===== src/rtl/irqc_pkg.sv =====
package irqc_pkg;
  typedef enum logic [1:0] {
    SEL_MASK = 2'b00,
    SEL_PRIO = 2'b01,
    SEL_MODE = 2'b10,
    SEL_CFG  = 2'b11
  } wr_sel_e;

  typedef enum logic {
    ACK_IDLE   = 1'b0,
    ACK_SECOND = 1'b1
  } ack_st_e;

  localparam logic [1:0] RSEL_KEEP = 2'b00;
  localparam logic [1:0] RSEL_MASK = 2'b01;
  localparam logic [1:0] RSEL_REQ  = 2'b10;
  localparam logic [1:0] RSEL_SRV  = 2'b11;
endpackage


===== src/rtl/irqc_prio_pick.sv =====
module irqc_prio_pick #(
  parameter int LVL_W = 3,
  localparam int N_LVL = 1 << LVL_W
) (
  input  logic [N_LVL-1:0] req,
  input  logic [LVL_W-1:0] bottom,
  output logic             hit,
  output logic [LVL_W-1:0] lvl
);
  // Walk the levels in circular order, starting just above the bottom level.
  always_comb begin
    logic [LVL_W-1:0] idx;
    hit = 1'b0;
    lvl = '0;
    idx = '0;
    for (int k = 0; k < N_LVL; k++) begin
      idx = bottom + LVL_W'(1) + LVL_W'(k);
      if (!hit && req[idx]) begin
        hit = 1'b1;
        lvl = idx;
      end
    end
  end
endmodule


===== src/rtl/irqc_req_latch.sv =====
module irqc_req_latch #(
  parameter int N_LVL = 8
) (
  input  logic             clk,
  input  logic             rst_n,
  input  logic [N_LVL-1:0] irq_in,
  input  logic [N_LVL-1:0] clr,
  output logic [N_LVL-1:0] irr
);
  logic [N_LVL-1:0] irq_q;

  always_ff @(posedge clk or negedge rst_n) begin
    if (!rst_n) begin
      irq_q <= '0;
      irr   <= '0;
    end else begin
      irq_q <= irq_in;
      irr   <= (irr & ~clr) | (irq_in & ~irq_q);
    end
  end
endmodule


===== src/rtl/rot_irq_ctrl.sv =====
module rot_irq_ctrl
  import irqc_pkg::*;
#(
  parameter int LVL_W = 3,
  parameter int DAT_W = 8,
  localparam int N_LVL = 1 << LVL_W,
  localparam int BASE_W = DAT_W - LVL_W
) (
  input  logic             clk,
  input  logic             rst_n,
  input  logic [N_LVL-1:0] irq_in,
  input  logic             inta,
  input  logic             wr_en,
  input  logic [1:0]       wr_sel,
  input  logic [DAT_W-1:0] wr_data,
  input  logic             rd_en,
  output logic [DAT_W-1:0] rd_data,
  output logic             int_o,
  output logic             vec_valid,
  output logic [DAT_W-1:0] vec_o
);
  // State
  logic [N_LVL-1:0]  irr, mask_q, isr_q;
  logic [LVL_W-1:0]  bottom_q, cur_lvl;
  logic [BASE_W-1:0] base_q;
  logic              aeoi_q, arot_q, smm_q, poll_q, spur_q;
  logic [1:0]        rsel_q;
  ack_st_e           state_q;

  // Resolution
  logic [N_LVL-1:0] isr_eff;
  logic             r_hit, b_hit, e_hit;
  logic [LVL_W-1:0] r_lvl, b_lvl, e_lvl, r_rank, b_rank;
  logic             elig, ack2nd;

  assign isr_eff = smm_q ? (isr_q & ~mask_q) : isr_q;

  irqc_prio_pick #(.LVL_W(LVL_W)) u_pick_req (
    .req(irr & ~mask_q), .bottom(bottom_q), .hit(r_hit), .lvl(r_lvl));
  irqc_prio_pick #(.LVL_W(LVL_W)) u_pick_blk (
    .req(isr_eff), .bottom(bottom_q), .hit(b_hit), .lvl(b_lvl));
  irqc_prio_pick #(.LVL_W(LVL_W)) u_pick_eoi (
    .req(isr_q), .bottom(bottom_q), .hit(e_hit), .lvl(e_lvl));

  assign r_rank = r_lvl - bottom_q - LVL_W'(1);
  assign b_rank = b_lvl - bottom_q - LVL_W'(1);
  assign elig   = r_hit && (!b_hit || (r_rank < b_rank));
  assign ack2nd = (state_q == ACK_SECOND);
  assign int_o  = elig && !ack2nd;

  // Command decode and set/clear vectors
  logic             cmd_prio, cmd_mode, cmd_cfg, cmd_mask;
  logic             c_r, c_sl, c_eoi;
  logic [LVL_W-1:0] c_l;
  logic             ack1, ack2, poll_rd;
  logic [N_LVL-1:0] isr_set, isr_clr, irr_clr;
  logic [LVL_W-1:0] bot_n;

  assign cmd_mask = wr_en && (wr_sel == SEL_MASK);
  assign cmd_prio = wr_en && (wr_sel == SEL_PRIO);
  assign cmd_mode = wr_en && (wr_sel == SEL_MODE);
  assign cmd_cfg  = wr_en && (wr_sel == SEL_CFG);
  assign c_r      = wr_data[DAT_W-1];
  assign c_sl     = wr_data[DAT_W-2];
  assign c_eoi    = wr_data[DAT_W-3];
  assign c_l      = wr_data[LVL_W-1:0];
  assign ack1     = inta && !ack2nd;
  assign ack2     = inta && ack2nd;
  assign poll_rd  = rd_en && poll_q && !ack2nd;

  always_comb begin
    isr_set = '0;
    isr_clr = '0;
    irr_clr = '0;
    bot_n   = bottom_q;
    if (cmd_prio) begin
      unique case ({c_r, c_sl, c_eoi})
        3'b001: if (e_hit) isr_clr[e_lvl] = 1'b1;
        3'b101: if (e_hit) begin
          isr_clr[e_lvl] = 1'b1;
          bot_n          = e_lvl;
        end
        3'b011: isr_clr[c_l] = 1'b1;
        3'b111: begin
          isr_clr[c_l] = 1'b1;
          bot_n        = c_l;
        end
        3'b110: bot_n = c_l;
        default: ;
      endcase
    end
    if ((ack1 || poll_rd) && elig) begin
      isr_set[r_lvl] = 1'b1;
      irr_clr[r_lvl] = 1'b1;
    end
    if (ack2 && aeoi_q && !spur_q) begin
      isr_clr[cur_lvl] = 1'b1;
      if (arot_q) bot_n = cur_lvl;
    end
  end

  irqc_req_latch #(.N_LVL(N_LVL)) u_req (
    .clk(clk), .rst_n(rst_n), .irq_in(irq_in), .clr(irr_clr), .irr(irr));

  // Control registers
  always_ff @(posedge clk or negedge rst_n) begin
    if (!rst_n) begin
      mask_q   <= '0;
      isr_q    <= '0;
      bottom_q <= '1;
      base_q   <= '0;
      aeoi_q   <= 1'b0;
      arot_q   <= 1'b0;
      smm_q    <= 1'b0;
      poll_q   <= 1'b0;
      rsel_q   <= RSEL_REQ;
    end else begin
      isr_q    <= (isr_q & ~isr_clr) | isr_set;
      bottom_q <= bot_n;
      if (cmd_mask) mask_q <= wr_data[N_LVL-1:0];
      if (cmd_cfg) begin
        base_q <= wr_data[DAT_W-1:LVL_W];
        aeoi_q <= wr_data[0];
      end
      if (cmd_prio && !c_sl && !c_eoi) arot_q <= c_r;
      if (poll_rd) poll_q <= 1'b0;
      if (cmd_mode) begin
        if (wr_data[6]) smm_q <= wr_data[5];
        if (wr_data[2]) poll_q <= 1'b1;
        if (wr_data[1:0] != RSEL_KEEP) rsel_q <= wr_data[1:0];
      end
    end
  end

  // Acknowledge sequence and vector
  always_ff @(posedge clk or negedge rst_n) begin
    if (!rst_n) begin
      state_q   <= ACK_IDLE;
      cur_lvl   <= '0;
      spur_q    <= 1'b0;
      vec_valid <= 1'b0;
      vec_o     <= '0;
    end else begin
      vec_valid <= 1'b0;
      if (ack1) begin
        state_q <= ACK_SECOND;
        cur_lvl <= elig ? r_lvl : '1;
        spur_q  <= !elig;
      end else if (ack2) begin
        state_q   <= ACK_IDLE;
        vec_valid <= 1'b1;
        vec_o     <= {base_q, cur_lvl};
      end
    end
  end

  // Read port
  always_ff @(posedge clk or negedge rst_n) begin
    if (!rst_n) begin
      rd_data <= '0;
    end else if (rd_en) begin
      if (poll_rd) begin
        rd_data <= {elig, (DAT_W-1-LVL_W)'(0), elig ? r_lvl : LVL_W'(0)};
      end else begin
        unique case (rsel_q)
          RSEL_MASK: rd_data <= DAT_W'(mask_q);
          RSEL_SRV:  rd_data <= DAT_W'(isr_q);
          default:   rd_data <= DAT_W'(irr);
        endcase
      end
    end
  end
endmodule


===== config.mk =====
export PLATFORM = sky130hd
export DESIGN_NAME = rot_irq_ctrl
export DESIGN_NICKNAME = d
export VERILOG_FILES = /design/src/rtl/irqc_pkg.sv /design/src/rtl/irqc_prio_pick.sv /design/src/rtl/irqc_req_latch.sv /design/src/rtl/rot_irq_ctrl.sv
export SDC_FILE = /design/constraint.sdc
export NUM_CORES = 1
export LEC_CHECK = 0
export ABC_AREA = 1
export CAP_MARGIN = 40
export CORE_MARGIN = 1
export CORE_UTILIZATION = 49
export DETAILED_ROUTE_END_ITERATION = 16
export GPL_TIMING_DRIVEN = 0
export PLACE_DENSITY = 0.7
export SETUP_SLACK_MARGIN = 0.4
export SLEW_MARGIN = 20
export SYNTH_ARGS = -nofsm -noshare
export SYNTH_HDL_FRONTEND = slang
export SYNTH_HIERARCHICAL = 1
export SYNTH_SLANG_ARGS = --single-unit
export TNS_END_PERCENT = 50

===== constraint.sdc =====
create_clock -name clk -period 7.85 [get_ports clk]
set_input_delay 1.57 -clock clk [delete_from_list [all_inputs] [get_ports clk]]
set_output_delay 1.57 -clock clk [all_outputs]
set_load 0.01 [all_outputs]

# Yosys cells after proc, flatten, opt, wreduce, memory -nomap -nowiden
# Index checks and enable logic that the tools add are counted.
[word_totals]
ff_bits = 68
output_inout_bits = 18
in_bits = 23
[op_classes]
eq_ne = 10
add_sub_neg = 12
n_bitwise = 13
n_reduce_logical = 78
n_mux = 126
magnitude_cmp = 17
[op_table]
columns = ["cell", "n"]
rows = [
  ["3-bit two-way mux", 30],
  ["1-bit binary-select mux with 3-bit select", 24],
  ["1-bit two-way mux", 59],
  ["3-bit by 4-bit < comparator with 1-bit output (second input constant)", 12],
  ["8-bit two-way mux", 6],
  ["8-bit bitwise AND", 5],
  ["1-bit logical AND", 40],
  ["8-bit NOT", 4],
  ["8-bit case mux with 2 select lines", 2],
  ["1-bit logical NOT", 27],
  ["8-bit OR", 3],
  ["3-bit adder (second input constant)", 4],
  ["1-bit demux with 3-bit select", 4],
  ["3-bit by 1-bit greater-or-equal comparator with 1-bit output (second input constant)", 4],
  ["3-bit equality test (second input constant)", 3],
  ["3-bit by 1-bit adder with 3-bit output (second input constant)", 2],
  ["3-bit by 2-bit adder with 3-bit output (second input constant)", 2],
  ["2-bit equality test (second input constant)", 3],
  ["3-bit case mux with 2 select lines", 1],
  ["2-bit AND reduction", 3],
  ["2-bit OR reduction", 3],
  ["3-bit by 1-bit subtractor with 3-bit output (second input constant)", 2],
  ["3-bit subtractor", 2],
  ["2-bit by 1-bit equality test with 1-bit output (second input constant)", 2],
  ["other kinds (7)", 9],
]

# Logic depth before layout (Yosys ltp)
# Gate-level depths: netlist of the first run.
[depth]
ltp_word = 37
mapped_depth = 39
ltp_nobuf = 35

# Hierarchy
# The synthesis of the first run kept the hierarchy.
[by_module_without_submodules]
columns = ["mod", "seq_area_each_um2", "cells_per_inst", "n_inst", "area_per_inst_um2"]
rows = [
  ["irqc_prio_pick", 0.0, 187, 3, 1037.2],
  ["rot_irq_ctrl", 1306.3, 405, 1, 2946.6],
  ["irqc_req_latch", 400.4, 56, 1, 550.5],
]

# Worst setup path after synthesis of the first run
# Ideal clock, no wire load.
[synth_path]
path_type = "flip-flop to output port"
start = "reg bottom_q[0]"
end = "out int_o"
n_path_buf = 4
slack_ps = 2045
arrival_time_ps = 4235
stages_incl_launch_ff = 31
path_cell_list = "dfstp_2 buf_6 inv_6 buf_8 ha_1 buf_6 inv_8 nand2_4 nand2_4 buf_6 nand2_2 o21ai_2 nand2_2 nand2_4 nand4_4 nor2_8 nand2_2 nand2_1 nand2_1 nand2_1 ha_1 inv_1 fa_1 xnor2_1 xor2_1 ha_1 a21oi_1 nand2_1 nand2_1 nand2_1 nor2_1"
[synth_via]
elab_chain_cells = 31
[synth_rtl]
columns = ["element", "line_no", "rtl"]
rows = [
  ["start, declared", "rot_irq_ctrl.sv:24", "logic [LVL_W-1:0] bottom_q, cur_lvl;"],
  ["start signal, assigned", "rot_irq_ctrl.sv:119", "bottom_q <= bot_n;"],
  ["3-bit by 1-bit adder with 3-bit output (*)", "irqc_prio_pick.sv:17", "idx = bottom + LVL_W'(1) + LVL_W'(k);"],
  ["parallel branches: the longest is 23 deep, another holds 3-bit by 1-bit adder with 3-bit output", "--", ""],
  ["3-bit two-way mux (*)", "irqc_prio_pick.sv:18", "if (!hit && req[idx]) begin"],
  ["via r_lvl[0]", "rot_irq_ctrl.sv:33", "logic [LVL_W-1:0] r_lvl, b_lvl, e_lvl, r_rank, b_rank;"],
  ["3-bit subtractor (*)", "rot_irq_ctrl.sv:45", "assign r_rank = r_lvl - bottom_q - LVL_W'(1);"],
  ["3-bit by 1-bit subtractor with 3-bit output (*)", "rot_irq_ctrl.sv:45", ""],
  ["3-bit < comparator (*)", "rot_irq_ctrl.sv:47", "assign elig = r_hit && (!b_hit || (r_rank < b_rank));"],
  ["1-bit logical OR (*)", "rot_irq_ctrl.sv:47", ""],
  ["1-bit logical AND (*)", "rot_irq_ctrl.sv:47", ""],
  ["1-bit logical AND (*)", "rot_irq_ctrl.sv:49", "assign int_o = elig && !ack2nd;"],
  ["end, declared", "rot_irq_ctrl.sv:18", "output logic int_o,"],
]
# Mark *: on every way through the listed nets, which the timed path passes. The select of a mux whose other input is x is not followed.

# Worst setup path after layout of the first run
# Same ends and word-level chain as after synthesis.

==> impl_metrics.py, run 1 <==
metrics = {
    "placed_design": {
        "postPlaceCellArea_um2": 7254,
        "place_hpwl_mm": 13.36,
        "portBuffers": 40,
        "gp_congestion": 0.9428,
    },
    "global_routing": {
        "grt_util_met3_pct": 2.268,
        "grt_max_degree": 52,
        "grt_use_met2_pct": 40.04,
        "grt_pass1_vias": 5966,
        "top_usage_layer": "met2",
        "antenna_found_initial": 0,
        "grt_usage_pct": 25.41,
        "grt_overflow": 0,
        "grt_pass1_wl_mm": 28.63,
        "grt_use_met1_pct": 35.79,
    },
    "clock_tree": {
        "cts_tree": "done",
        "cts_buffers": 9,
        "clock_path_buffers": 2,
        "insertion_delay_ns": 0.33,
        "root_buffer": "clkbuf_16",
        "cts_sinks": 68,
        "clk_pin_slew_ns": 0.06,
        "htree_levels": 3,
    },
    "floorplanning": {
        "io_pins": 41,
        "die-area_um2": 13960,
        "die_w_um": 118.1,
        "die_h_um": 118.1,
        "rows": 42,
        "coreArea_um2": 13190,
        "start_util_pct": 50.10,
    },
    "setup_path": {
        "worstPathArrival_ns": 5.51,
        "crit_type": "reg -> out",
        "cp-start-kind": "flip-flop",
        "critPathBufInv": 8,
        "cp_slowest_stage_delay_ns": 0.60,
        "crit_path_frequent_cell": "nand2_1",
        "crit_fanout": 10,
        "endpoint_kind": "output port",
        "cpLargestDelayFamily": "simple AND/OR/NAND/NOR gates",
        "crit_path_top_delay_cell": "dfstp_2",
        "required_ns": 6.28,
    },
    "finish": {
        "area_growth_pct": 15.68,
        "drive_above_1_share_pct": 18.02,
        "nets": 1112,
        "utilization_pct": 57.96,
        "num_antenna_cells": 0,
        "layout_common_cells": "nand2_1 (362), inv_1 (130), nand3_1 (88)",
        "finalInstanceArea_um2": 7645,
        "final_common_cell": "nand2_1",
    },
    "logic_synthesis": {
        "synth.distinct_cells": 39,
        "ys_ff_latch": 68,
        "synth_ff_type": "dfrtp_1",
        "synthesis.area_um2": 6609,
        "synth-warning-count": 6,
        "postSynthCellCount": 1022,
        "syn_avg_cell_area_um2": 6.467,
        "async_flop_share_pct": 100.0,
        "synth_nets": 1057,
        "ys_seq_area_share_pct": 25.82,
        "synth_edf_count": 0,
    },
    "min_path": {
        "hold_class": "reg -> reg",
    },
    "flow_run": {
        "max-cap-violations": 0,
    },
    "sta": {
        "slew_headroom_pct": 60.18,
        "hold_viol_final": 0,
        "setup_viol": 0,
        "skew_ns": 0.003982,
        "tns_ns": 0,
        "fmax_mhz": 141.3,
        "period_minus_slack_ns": 7.079,
        "finalCritPeriodShare_pct": 90.18,
        "slew_violations": 0,
        "rsz0062_at_grt": "no",
        "tightest_slew_ns": 0.5920,
    },
    "route": {
        "final_antenna_net_count": 0,
        "drt-initial-drc-count": 573,
        "wl_per_cell_um": 13.49,
        "vias": 6448,
        "routed_wl_mm": 16.97,
        "drc_errors": 0,
        "first_pass_iters": 5,
        "via_per_inst": 5.126,
    },
    "status": {
        "status": "finished, final reports clean",
    },
}
==> cell families (layout without fill, tap and decap cells) <==
logic type | Yosys count | count (layout) | synth area share, %
and+or+nand+nor | 663 | 663 | 49.83
DFF | 68 | 68 | 25.82
AOI/OAI and AO/OA | 98 | 98 | 8.614
adders and majority gates | 12 | 12 | 2.499
xor gates and xnor gates | 4 | 4 | 0.5302
buffers and inverters | 177 | 237 | 12.70
==> per-stage QoR <==
| stage | setup WS, ns | instances | hold WS [ns] |
|---|---|---|---|
| finish | 0.7706 | 1258 | 0.4741 |
| global route | 0.3907 | 1258 | 0.4839 |
| CTS | 0.4130 | 1255 | 0.4760 |
| detailed placement | 0.7217 | 1239 | 0.4575 |
| global placement | 0.7394 | 1238 | 0.4560 |
| floorplan | 2.045 | 1022 | 0.4422 |
==> worst reg2reg max path: cells and delay by family, from the launching register on <==
| kind | cells | cell delay, ns |
|---|---|---|
| AND/OR/NAND/NOR | 20 | 1.74 |
| XOR/XNOR | 2 | 0.33 |
| flip-flops | 1 | 0.60 |
| adder cells (fa/ha/maj) | 4 | 1.18 |
| AO/OA/AOI/OAI | 1 | 0.15 |
| buffers and inverters | 10 | 1.16 |
==> registers in the layout, summed over array words and instances, names as in the netlist <==
name / cells
ack2nd: 1
aeoi_q: 1
arot_q: 1
base_q: 5
bottom_q: 3
cur_lvl: 3
isr_q: 8
mask_q: 8
poll_q: 1
rd_data: 8
rsel_q: 2
smm_q: 1
spur_q: 1
u_req/irq_q: 8
u_req/irr: 8
vec_o: 8
vec_valid: 1
==> routing by layer <==
layer	vias up	wire, um
met5	-	0
met4	0	480
met3	36	707
met2	186	7533
met1	2911	8251
li1	3315	-
==> synthesized netlist by cell type (4+ instances only) <==
library cell	instances	area, um2
nand2_4	29	326.6
nand3_1	89	445.4
dfrtp_1	64	1602
o21ai_0	41	205.2
clkbuf_1	4	15.01
nor2_1	59	221.5
nand4_1	26	162.7
nand2_1	365	1370
nand2_2	61	381.6
o22ai_1	6	37.54
ha_1	10	125.1
buf_6	12	135.1
dfstp_2	4	105.1
a21boi_0	5	37.54
a21oi_1	31	155.2
inv_2	16	60.06
nand3_2	9	90.09
nor2_4	7	78.83
nor2_8	4	80.08
inv_1	131	491.7
==> cell type report <==
class / count / area, um2
clock buffer: 11 / 252.7
tap: 176 / 220.2
multi-input combinational: 777 / 4095
inverter: 153 / 611.8
buffer: 24 / 227.7
fill: 1286 / 5545
sequential: 68 / 1707
timing repair buffer: 44 / 447.9
clock inverter: 5 / 82.58
==> final timing paths <==
kind,slack (ns),startpoint,endpoint,cells after the start
max in group asynchronous,6.16,rst_n,bottom_q[0],2
min in group asynchronous,1.11,rst_n,rd_data[6],1
max,0.77,bottom_q[0],int_o,33
max reg2reg,2.60,bottom_q[0],u_req/irr[6],37
min reg2reg,0.47,u_req/irq_q[7],u_req/irr[7],3
min,0.47,u_req/irq_q[7],u_req/irr[7],3
==> repair_timing <==
item,4_1_cts,5_1_grt
hold buffers,0,0
buffers inserted,0,3
setup endpoints to repair,1,1
resized for setup,1,8
Power of run 1 is left out: the tool's default activity adds up to more than one toggle a clock period on the data nets, which glitch-free logic cannot reach.
==> inputs of run 2 (changes only) <==
--- a/config.mk
+++ b/config.mk
@@ -8,10 +8,11 @@
 export ABC_AREA = 1
 export CAP_MARGIN = 40
 export CORE_MARGIN = 1
-export CORE_UTILIZATION = 49
+export CORE_UTILIZATION = 46
 export DETAILED_ROUTE_END_ITERATION = 16
 export GPL_TIMING_DRIVEN = 0
-export PLACE_DENSITY = 0.7
+export PLACE_DENSITY = 0.66
+export RECOVER_POWER = 50
 export SETUP_SLACK_MARGIN = 0.4
 export SLEW_MARGIN = 20
 export SYNTH_ARGS = -nofsm -noshare
==> impl_metrics.py, run 2 (synthesis gave the netlist of run 1 again) <==
metrics = {
    "floorplanning": {
        "coreArea_um2": 13930,
        "io_pins": 41,
        "die-area_um2": 14850,
        "die_w_um": 121.9,
        "start_util_pct": 47.43,
        "rows": 43,
        "die_h_um": 121.9,
    },
    "setup_path": {
        "worstPathArrival_ns": 5.19,
        "crit_fanout": 10,
        "r2r_slack_ns": 2.49,
        "reg2reg_from": "bottom_q[0]",
        "cp-start-kind": "flip-flop",
        "required_ns": 6.28,
        "cp_slowest_stage_delay_ns": 0.63,
        "crit_path_top_delay_cell": "dfstp_2",
        "crit_type": "reg -> out",
        "endpoint_kind": "output port",
        "crit_start": "bottom_q[0]",
        "crit_path_frequent_cell": "nand2_1",
    },
    "sta": {
        "tightest_slew_ns": 2.204,
        "skew_ns": 0.008218,
        "setup_viol": 0,
        "rsz0062_at_grt": "no",
        "hold_viol_final": 0,
        "period_minus_slack_ns": 6.763,
        "slew_violations": 43,
        "finalCritPeriodShare_pct": 86.15,
        "slew_headroom_pct": -46.93,
        "tns_ns": 0,
        "fin_hold_ws_ns": 0.4753,
        "fmax_mhz": 147.9,
    },
    "finish": {
        "layout_common_cells": "nand2_1 (363), inv_1 (131), nand3_1 (88)",
        "final_common_cell": "nand2_1",
        "area_growth_pct": 15.58,
        "regArea_um2": 1707,
        "multi_input_area_um2": 4085,
        "fill_cells": 1398,
        "finalInstanceArea_um2": 7639,
        "nets": 1112,
        "drive_above_1_share_pct": 17.56,
        "num_antenna_cells": 0,
    },
    "clock_tree": {
        "cts-hold-fix-buffers": 0,
        "cts_buffers": 9,
        "cts_sinks": 68,
        "insertion_delay_ns": 0.34,
        "root_buffer": "clkbuf_16",
        "clk_pin_slew_ns": 0.06,
        "clock_path_buffers": 2,
        "cts_tree": "done",
        "htree_levels": 3,
    },
    "placed_design": {
        "postPlaceCellArea_um2": 7252,
        "place_hpwl_mm": 13.74,
        "gp_congestion": 0.8851,
        "portBuffers": 40,
    },
    "global_routing": {
        "grt_overflow": 0,
        "grt_max_degree": 43,
        "grt_pass1_vias": 5676,
        "grt_usage_pct": 24.62,
        "grt_pass1_wl_mm": 28.46,
        "antenna_found_initial": 1,
    },
    "min_path": {
        "min-delay-start": "u_req/irq_q[7]",
        "hold_class": "reg -> reg",
    },
    "status": {
        "status": "finished, violations left",
        "violations": "capacitance limit, slew limit",
    },
    "route": {
        "routed_wl_mm": 17.40,
        "vias": 6360,
        "wl_per_cell_um": 13.79,
        "via_per_inst": 5.040,
        "first_pass_iters": 5,
        "drc_errors": 0,
        "final_antenna_net_count": 0,
        "drt-initial-drc-count": 394,
    },
    "flow_run": {
        "max-cap-violations": 1,
    },
}
-- run 2: layer usage --
metal | routed length (um) | vias up | global-route usage (%)
met5 | 9 | - | 0
li1 | - | 3317 | -
met1 | 8383 | 2861 | 35.00
met4 | 251 | 2 | 5.556
met2 | 8056 | 157 | 39.76
met3 | 697 | 23 | 2.949
-- run 2: area by class of cell --
type,instances,share of cell area (%)
multi-input cells,777,53.48
well taps,180,2.948
clock inverters,5,1.392
clock buffers,11,3.309
flip-flops and latches,68,22.34
plain buffers,24,2.981
inverters,153,8.010
repair buffers,44,5.536
-- run 2: final timing paths --
path,end,depth (start not counted)
max,int_o,33
min,u_req/irr[7],3
max reg2reg,u_req/irr[5],37
min reg2reg,u_req/irr[7],3
max in group asynchronous,vec_o[3],2
min in group asynchronous,u_req/irq_q[5],1
-- run 2: worst max-delay path, delay by kind of cell (launching register included) --
kind	cells	cell delay (ns)
AOI/OAI and AO/OA	1	0.15
buffers and inverters	8	1.00
DFF	1	0.63
adders and majority gates	4	1.19
and+or+nand+nor	18	1.54
xor gates and xnor gates	2	0.35
-- run 2: through the flow --
stage / setup WS, ns / util [%] / instances
after floorplan: 2.045 / - / 1022
after global placement: 0.7623 / 51.92 / 1242
after detailed placement: 0.7095 / 52.04 / 1243
after CTS: 0.4120 / 54.64 / 1259
after global routing: 0.6709 / 54.82 / 1262
final: 1.087 / 54.82 / 1262
-- run 2: repair_timing --
action | 4_1_cts | 5_1_grt
endpoints found under the setup margin | 1 | 1
resized for setup | 1 | 6
hold endpoints to repair | 0 | 0
pin swaps | 0 | 1
setup buffers | 0 | 3
Power of run 2 is left out for the same reason.
